===== src/rtl/ac97_regs_pkg.sv =====
package ac97_regs_pkg;

  localparam int CMD_W  = 32;
  localparam int DATA_W = 16;
  localparam int ADDR_W = 7;
  localparam int IDX_W  = ADDR_W - 1;
  localparam int GAIN_W = 8;

  typedef struct packed {
    logic [1:0]        sel;
    logic [5:0]        rsv;
    logic              rd;
    logic [ADDR_W-1:0] addr;
    logic [DATA_W-1:0] data;
  } ac_cmd_t;

  // byte addresses whose write behaviour or reset value is special
  localparam logic [ADDR_W-1:0] REG_SOFTRST  = 7'h00;
  localparam logic [ADDR_W-1:0] REG_MAIN_VOL = 7'h02;
  localparam logic [ADDR_W-1:0] REG_HP_VOL   = 7'h04;
  localparam logic [ADDR_W-1:0] REG_MONO_VOL = 7'h06;
  localparam logic [ADDR_W-1:0] REG_PHONE    = 7'h0C;
  localparam logic [ADDR_W-1:0] REG_MIC      = 7'h0E;
  localparam logic [ADDR_W-1:0] REG_LINE     = 7'h10;
  localparam logic [ADDR_W-1:0] REG_CDIN     = 7'h12;
  localparam logic [ADDR_W-1:0] REG_VIDEO    = 7'h14;
  localparam logic [ADDR_W-1:0] REG_AUXIN    = 7'h16;
  localparam logic [ADDR_W-1:0] REG_PCM_VOL  = 7'h18;
  localparam logic [ADDR_W-1:0] REG_REC_GAIN = 7'h1C;
  localparam logic [ADDR_W-1:0] REG_PWR      = 7'h26;
  localparam logic [ADDR_W-1:0] REG_XID      = 7'h28;
  localparam logic [ADDR_W-1:0] REG_XCTL     = 7'h2A;
  localparam logic [ADDR_W-1:0] REG_DAC_RATE = 7'h2C;
  localparam logic [ADDR_W-1:0] REG_ADC_RATE = 7'h32;
  localparam logic [ADDR_W-1:0] REG_ID_HI    = 7'h7C;
  localparam logic [ADDR_W-1:0] REG_ID_LO    = 7'h7E;

  localparam logic [DATA_W-1:0] VOL_KEEP  = 16'h9F1F;
  localparam logic [DATA_W-1:0] RATE_MAX  = 16'd48000;
  localparam int                NUM_RATES = 7;

  function automatic logic [IDX_W-1:0] idx_of(input logic [ADDR_W-1:0] a);
    return a[ADDR_W-1:1];
  endfunction

  function automatic logic [DATA_W-1:0] reset_value(input logic [IDX_W-1:0] idx);
    logic [ADDR_W-1:0] a;
    a = {idx, 1'b0};
    case (a)
      REG_SOFTRST:                                       return 16'h6A90;
      REG_MAIN_VOL, REG_HP_VOL, REG_MONO_VOL,
      REG_REC_GAIN:                                      return 16'h8000;
      REG_PHONE, REG_MIC:                                return 16'h8008;
      REG_LINE, REG_CDIN, REG_VIDEO, REG_AUXIN,
      REG_PCM_VOL:                                       return 16'h8808;
      REG_PWR:                                           return 16'h000F;
      REG_XID:                                           return 16'h0A05;
      REG_XCTL:                                          return 16'h0400;
      REG_DAC_RATE, REG_ADC_RATE:                        return RATE_MAX;
      default:                                           return '0;
    endcase
  endfunction

  function automatic logic [DATA_W-1:0] rate_at(input int i);
    case (i)
      0:       return 16'd8000;
      1:       return 16'd11025;
      2:       return 16'd16000;
      3:       return 16'd22050;
      4:       return 16'd32000;
      5:       return 16'd44100;
      default: return RATE_MAX;
    endcase
  endfunction

  // first rate whose midpoint to its successor lies above v
  function automatic logic [DATA_W-1:0] snap_rate(input logic [DATA_W-1:0] v);
    logic [DATA_W-1:0] r;
    logic              hit;
    r   = RATE_MAX;
    hit = 1'b0;
    for (int i = 0; i < NUM_RATES - 1; i++) begin
      if (!hit && (v < rate_at(i) + (rate_at(i + 1) - rate_at(i)) / 2)) begin
        r   = rate_at(i);
        hit = 1'b1;
      end
    end
    return r;
  endfunction

  function automatic logic [GAIN_W-1:0] scale5(input logic [4:0] f);
    logic [15:0] p;
    p = (16'(f) * 16'd255) / 16'd31;
    return p[GAIN_W-1:0];
  endfunction

  function automatic logic [GAIN_W-1:0] combine(input logic [4:0] m, input logic [4:0] p);
    logic [15:0] prod;
    prod = (16'(8'd255 - scale5(m)) * 16'(8'd255 - scale5(p))) / 16'd255;
    return prod[GAIN_W-1:0];
  endfunction

endpackage


===== src/rtl/ac97_cmd_port.sv =====
module ac97_cmd_port
  import ac97_regs_pkg::*;
(
  input  logic              clk,
  input  logic              rst_n,
  input  logic              cmd_valid,
  output logic              cmd_ready,
  input  logic [CMD_W-1:0]  cmd_data,
  input  logic [DATA_W-1:0] rd_data,
  output logic              wr_en,
  output logic [ADDR_W-1:0] acc_addr,
  output logic [DATA_W-1:0] wr_data,
  output logic [CMD_W-1:0]  cmd_word
);
  localparam logic [CMD_W-1:0] WR_KEEP = 32'hC0FF_FFFF;
  localparam int               DV_BIT  = 25;

  ac_cmd_t cmd;
  logic    rdy_q;
  logic    take;
  logic    primary;

  assign cmd       = ac_cmd_t'(cmd_data);
  assign cmd_ready = rdy_q;
  assign take      = cmd_valid && rdy_q;
  assign primary   = (cmd.sel == 2'b00);
  assign wr_en     = take && primary && !cmd.rd;
  assign acc_addr  = cmd.addr;
  assign wr_data   = cmd.data;

  always_ff @(posedge clk) begin
    if (!rst_n) rdy_q <= 1'b0;
    else        rdy_q <= 1'b1;
  end

  always_ff @(posedge clk) begin
    if (!rst_n) begin
      cmd_word <= '0;
    end else if (take && primary) begin
      if (cmd.rd) begin
        cmd_word         <= {cmd.sel, 6'b0, cmd.rd, cmd.addr, rd_data};
        cmd_word[DV_BIT] <= 1'b1;
      end else begin
        cmd_word <= cmd_data & WR_KEEP;
      end
    end
  end

  p_sel_ignored_r1: assert property (@(posedge clk) disable iff (!rst_n)
    (cmd_valid && cmd_ready && cmd_data[31:30] != 2'b00) |=> (cmd_word == $past(cmd_word)));

  p_read_valid_r2: assert property (@(posedge clk) disable iff (!rst_n)
    (cmd_valid && cmd_ready && cmd_data[31:30] == 2'b00 && cmd_data[23])
      |=> (cmd_word[25] && cmd_word[23] && cmd_word[22:16] == $past(cmd_data[22:16])));

  p_ready_after_reset_r12: assert property (@(posedge clk) disable iff (!rst_n)
    $past(rst_n) |-> cmd_ready);

endmodule


===== src/rtl/ac97_reg_bank.sv =====
module ac97_reg_bank
  import ac97_regs_pkg::*;
#(
  parameter int ENTRIES = 2 ** IDX_W
) (
  input  logic              clk,
  input  logic              rst_n,
  input  logic              wr_en,
  input  logic [ADDR_W-1:0] addr,
  input  logic [DATA_W-1:0] wr_data,
  output logic [DATA_W-1:0] rd_data,
  output logic [DATA_W-1:0] main_vol,
  output logic [DATA_W-1:0] pcm_vol
);
  localparam logic [IDX_W-1:0] I_MAIN = idx_of(REG_MAIN_VOL);
  localparam logic [IDX_W-1:0] I_PCM  = idx_of(REG_PCM_VOL);
  localparam logic [IDX_W-1:0] I_PWR  = idx_of(REG_PWR);
  localparam logic [IDX_W-1:0] I_XCTL = idx_of(REG_XCTL);
  localparam logic [IDX_W-1:0] I_DAC  = idx_of(REG_DAC_RATE);
  localparam logic [IDX_W-1:0] I_ADC  = idx_of(REG_ADC_RATE);
  localparam logic [IDX_W-1:0] I_XID  = idx_of(REG_XID);

  logic [DATA_W-1:0] bank [ENTRIES];
  logic [IDX_W-1:0]  idx;
  logic              soft_rst;
  logic              vra_on;
  logic [DATA_W-1:0] main_sat;

  assign idx      = idx_of(addr);
  assign soft_rst = wr_en && (addr == REG_SOFTRST);
  assign vra_on   = bank[I_XCTL][0];
  assign rd_data  = bank[idx];
  assign main_vol = bank[I_MAIN];
  assign pcm_vol  = bank[I_PCM];

  always_comb begin
    main_sat = wr_data;
    if (wr_data[13]) main_sat[12:8] = 5'h1F;
    if (wr_data[5])  main_sat[4:0]  = 5'h1F;
  end

  always_ff @(posedge clk) begin
    if (!rst_n || soft_rst) begin
      for (int i = 0; i < ENTRIES; i++) bank[i] <= reset_value(IDX_W'(i));
    end else if (wr_en) begin
      case (addr)
        REG_MAIN_VOL: bank[I_MAIN] <= main_sat & VOL_KEEP;
        REG_PCM_VOL:  bank[I_PCM]  <= wr_data & VOL_KEEP;
        REG_XCTL: begin
          bank[I_XCTL] <= {bank[I_XCTL][DATA_W-1:1], wr_data[0]};
          if (!wr_data[0]) begin
            bank[I_DAC] <= RATE_MAX;
            bank[I_ADC] <= RATE_MAX;
          end
        end
        REG_DAC_RATE, REG_ADC_RATE: begin
          if (vra_on) bank[idx] <= snap_rate(wr_data);
        end
        REG_PWR:  bank[I_PWR] <= {wr_data[15:8], bank[I_PWR][7:0]};
        REG_XID, REG_ID_HI, REG_ID_LO: ;
        default:  bank[idx] <= wr_data;
      endcase
    end
  end

  p_main_sat_r5: assert property (@(posedge clk) disable iff (!rst_n)
    (wr_en && addr == REG_MAIN_VOL) |=> ((bank[I_MAIN] & 16'h60E0) == 16'h0000));

  p_rate_locked_r7: assert property (@(posedge clk) disable iff (!rst_n)
    (wr_en && addr == REG_DAC_RATE && !bank[I_XCTL][0]) |=> (bank[I_DAC] == $past(bank[I_DAC])));

  p_xid_readonly_r9: assert property (@(posedge clk) disable iff (!rst_n)
    (wr_en && addr == REG_XID) |=> (bank[I_XID] == $past(bank[I_XID])));

  p_vra_clear_r6: assert property (@(posedge clk) disable iff (!rst_n)
    (wr_en && addr == REG_XCTL && !wr_data[0]) |=> (bank[I_ADC] == RATE_MAX && bank[I_DAC] == RATE_MAX));

endmodule


===== src/rtl/ac97_out_level.sv =====
module ac97_out_level
  import ac97_regs_pkg::*;
(
  input  logic              clk,
  input  logic              rst_n,
  input  logic [DATA_W-1:0] main_vol,
  input  logic [DATA_W-1:0] pcm_vol,
  output logic [GAIN_W-1:0] gain_left,
  output logic [GAIN_W-1:0] gain_right,
  output logic              mute
);
  localparam int CH = 2;

  logic [GAIN_W-1:0] lvl [CH];

  for (genvar c = 0; c < CH; c++) begin : g_chan
    localparam int LSB = (c == 0) ? 8 : 0;
    assign lvl[c] = combine(main_vol[LSB +: 5], pcm_vol[LSB +: 5]);
  end

  assign gain_left  = lvl[0];
  assign gain_right = lvl[1];
  assign mute       = main_vol[15] | pcm_vol[15];

  p_unity_r11: assert property (@(posedge clk) disable iff (!rst_n)
    (main_vol[12:8] == 5'd0 && pcm_vol[12:8] == 5'd0) |-> (gain_left == 8'd255));

  p_silent_r11: assert property (@(posedge clk) disable iff (!rst_n)
    (main_vol[4:0] == 5'h1F) |-> (gain_right == 8'd0));

endmodule


===== src/rtl/ac97_codec_regs.sv =====
module ac97_codec_regs
  import ac97_regs_pkg::*;
(
  input  logic              clk,
  input  logic              rst_n,
  input  logic              cmd_valid,
  output logic              cmd_ready,
  input  logic [CMD_W-1:0]  cmd_data,
  output logic [CMD_W-1:0]  cmd_word,
  output logic [GAIN_W-1:0] gain_left,
  output logic [GAIN_W-1:0] gain_right,
  output logic              mute
);
  logic              wr_en;
  logic [ADDR_W-1:0] acc_addr;
  logic [DATA_W-1:0] wr_data;
  logic [DATA_W-1:0] rd_data;
  logic [DATA_W-1:0] main_vol;
  logic [DATA_W-1:0] pcm_vol;

  ac97_cmd_port u_port (
    .clk(clk), .rst_n(rst_n),
    .cmd_valid(cmd_valid), .cmd_ready(cmd_ready), .cmd_data(cmd_data),
    .rd_data(rd_data), .wr_en(wr_en), .acc_addr(acc_addr), .wr_data(wr_data),
    .cmd_word(cmd_word)
  );

  ac97_reg_bank u_bank (
    .clk(clk), .rst_n(rst_n),
    .wr_en(wr_en), .addr(acc_addr), .wr_data(wr_data), .rd_data(rd_data),
    .main_vol(main_vol), .pcm_vol(pcm_vol)
  );

  ac97_out_level u_level (
    .clk(clk), .rst_n(rst_n),
    .main_vol(main_vol), .pcm_vol(pcm_vol),
    .gain_left(gain_left), .gain_right(gain_right), .mute(mute)
  );

endmodule


===== config.mk =====
export PLATFORM = sky130hd
export DESIGN_NAME = ac97_codec_regs
export DESIGN_NICKNAME = d
export VERILOG_FILES = /design/src/rtl/ac97_regs_pkg.sv /design/src/rtl/ac97_cmd_port.sv /design/src/rtl/ac97_reg_bank.sv /design/src/rtl/ac97_out_level.sv /design/src/rtl/ac97_codec_regs.sv
export SDC_FILE = /design/constraint.sdc
export NUM_CORES = 2
export LEC_CHECK = 0
export BUFFER_PORTS_ARGS = -buffer_cell sky130_fd_sc_hd__buf_2
export CORE_ASPECT_RATIO = 1.5
export CORE_MARGIN = 1
export CORE_UTILIZATION = 35
export CTS_BUF_LIST = sky130_fd_sc_hd__clkbuf_8 sky130_fd_sc_hd__clkbuf_16
export DETAILED_ROUTE_END_ITERATION = 16
export HOLD_SLACK_MARGIN = 0.06
export PLACE_DENSITY = 0.5
export SYNTH_ARGS = -nofsm -noshare
export SYNTH_HDL_FRONTEND = slang
export SYNTH_SLANG_ARGS = --single-unit

===== constraint.sdc =====
create_clock -name clk -period 18 [get_ports clk]
set_clock_uncertainty 0.05 [all_clocks]
set_input_delay 1.8 -clock clk [delete_from_list [all_inputs] [get_ports clk]]
set_output_delay 1.8 -clock clk [all_outputs]
set_load 0.005 [all_outputs]

==> flow_summary.yaml <==
run_status:
  status: "finished, violations left"
  failed_checks: "negative setup slack"
global_route:
  grt_pass1_wl_um: 307000
  grt_pass1_vias: 51900
  grt_overflow_total: 0
  grt_max_degree: 143
  antenna_found_initial: 3
  grt.total_usage: 0.215
clock_tree:
  cts_hold_buf: 0
  cts_buffer_depth: 3
  clk_latency_ns: 0.71
  cts_made_buffers: 91
  cts.sinks: 1051
  cts_tree: "yes"
  clkSlewWorstSetupHoldPaths_ns: 0.07
  cts-root-buf: "clkbuf_16"
  htree_levels: 3
detailed_routing:
  num_vias: 49900
  drc: 0
  ant_nets: 0
  first_iter_violations: 3101
  firstDrtPassIters: 6
  wl_per_cell_um: 22.1
  avgViaCountPerCell: 5.45
  drt_wl_total_um: 203000
die:
  core_um2: 183000
  io_pins: 85
  die_x_um: 352
  dieArea_um2: 186000
  rows: 192
  start_util: 0.353
  die-height_um: 527
synth:
  yosysWarnings: 0
  synth_edf_count: 992
  syn-cell-area_um2: 64400
  syn-instance-count: 5806
  seq_area_frac_synth: 0.481
  ys_types: 111
  ys_async_sr_fraction: 0
  ys_seq_elements: 1051
  synth_ff_type: "edfxtp_1"
  synth_area_per_cell_um2: 11.1
setup_path:
  critPathKind: "flop to output pin"
  worstPathArrival_ns: 17.48
  required_ns: 16.15
  start_kind: "flop"
  slowest_stage: "fa_2"
  path_max_fanout: 6
  critPathMostFrequentCell: "fa_2"
  critical_path.max_stage_delay_ns: 0.64
  endpoint_kind: "output pin"
place:
  gp_congestion: 0.860
  dpl-instance-area_um2: 74700
  dp_hpwl_um: 145000
  portBuffers: 73
sta:
  finalHoldViolations: 0
  rsz0062_at_grt: "yes"
  min_period_over_period: 1.07
  setup_tns_ns: -2.98
  setup_viol: 4
  fin_ws_ns: -1.33
  max_freq_mhz: 51.7
  relSlewSlack: 0.203
  slew_viol_final: 0
  max_slew.worst_pin.slew_ns: 1.19
  period_needed_ns: 19.33
  whs_ns: 0.413
finish:
  nFillCells: 17300
  fin_nets: 7018
  area_growth_pct: 24.8
  layout_commonest_cell: "nor2_1"
  stdcell_area_um2: 80400
  drive_gt1_frac: 0.312
  mostFrequentLayoutCells: "1234 x nor2_1, 1027 x buf_4, 992 x edfxtp_1"
flow_run:
  maxCapViolations: 0
min_path:
  worstHoldPathType: "flop to flop"
## worst paths after layout
| path | startpoint | cells past startpoint | endpoint | slack (ns) |
|---|---|---|---|---|
| setup reg to reg | u_port.cmd_ready | 12 | u_bank.bank[44][2] | 12.25 |
| hold / removal | u_port.cmd_word[19] | 2 | u_port.cmd_word[19] | 0.41 |
| hold reg to reg | u_port.cmd_word[19] | 2 | u_port.cmd_word[19] | 0.41 |
| setup / recovery | u_bank.bank[1][2] | 68 | gain_right[0] | -1.33 |
## flip-flops by register name, summed over array words and instances (netlist names)
name and cells:
u_port.cmd_word 26, u_port.cmd_ready 1, u_bank.bank 1024
## metrics by stage
| stage | instances | setup slack, ns | utilization |
|---|---|---|---|
| 6_report | 9163 | -1.33 | 0.440 |
| 5_1_grt | 9162 | -2.09 | 0.440 |
| 4_1_cts | 9129 | -1.16 | 0.435 |
| 3_5_place_dp | 8889 | -1.11 | 0.409 |
| 3_3_place_gp | 8889 | -1.09 | 0.409 |
| 2_1_floorplan | 5810 | -0.404 | - |
## cell families after synthesis
logic type / count (synthesis) / synth area share
buffers and inverters: 668 / 0.0398
other: 1 / 0.0000582
AOI/OAI and AO/OA: 951 / 0.106
and+or+nand+nor: 2307 / 0.157
xor gates and xnor gates: 105 / 0.0149
adders and majority gates: 327 / 0.0767
muxes: 396 / 0.125
DFF: 1051 / 0.481
## final cells by class
| cell class | count | area (um2) | area share |
|---|---|---|---|
| diodes | 2 | 5.00 | 0.0000622 |
| clock buffers | 97 | 2390 | 0.0298 |
| clock inverters | 73 | 606 | 0.00753 |
| inverters | 285 | 1070 | 0.0133 |
| multi-input cells | 4091 | 33700 | 0.419 |
| flip-flops and latches | 1051 | 31000 | 0.385 |
| well taps | 2425 | 3030 | 0.0377 |
| repair buffers | 1139 | 8600 | 0.107 |
## repair_timing
item                                   in CTS  in global routing
setup endpoints to repair                   8                  7
setup buffers                              71                 33
pin swaps                                 140                 94
cloned                                      0                  1
resized for setup                         253                155
endpoints found under the hold margin       0                  0
## cell usage after synthesis (all sizes together) (16+ instances only)
cell	number	area, um2
clkbuf	311	1170
a31oi	66	413
o21a	37	278
mux2i	56	561
o31ai	45	370
o211a	19	190
edfxtp	992	29800
dfxtp	59	1180
and3	44	275
nand2	470	1760
buf	72	324
xor2	26	228
nor2	1252	4700
nand4	36	225
o211ai	41	308
a21o	42	315
nand2b	41	257
o2111ai	21	190
a21boi	18	135
a221oi	19	173
a211oi	70	541
nor2b	44	283
or3	36	230
fa	114	2280
mux2	16	180
ha	210	2630
xnor2	77	689
a211o	28	245
and2	66	413
a21oi	156	788
o22ai	33	206
nor3	88	440
a2111oi	17	180
mux4	324	7300
nor4	28	215
o21ai	149	757
or2	37	236
nand3	94	470
inv	284	1070
## per-layer routing
layer	GRT usage	wire (um)	vias up
li1	-	-	23100
met4	0.0972	9610	0
met2	0.426	113000	1264
met3	0.0161	7310	343
met5	0	0	-
met1	0.228	72600	25200
## worst max-delay path: cells and delay by family, from the launching register on
kind	cells	cell delay, ns
simple gates	15	4.10
flops	1	0.42
compound gates	23	5.20
fa+ha+maj	13	5.05
buf+inv	13	1.53
mux	1	0.18
xor+xnor	3	0.30
Power is not shown: default switching activity piles up to over one toggle a cycle in this logic, so the estimate is an artifact.
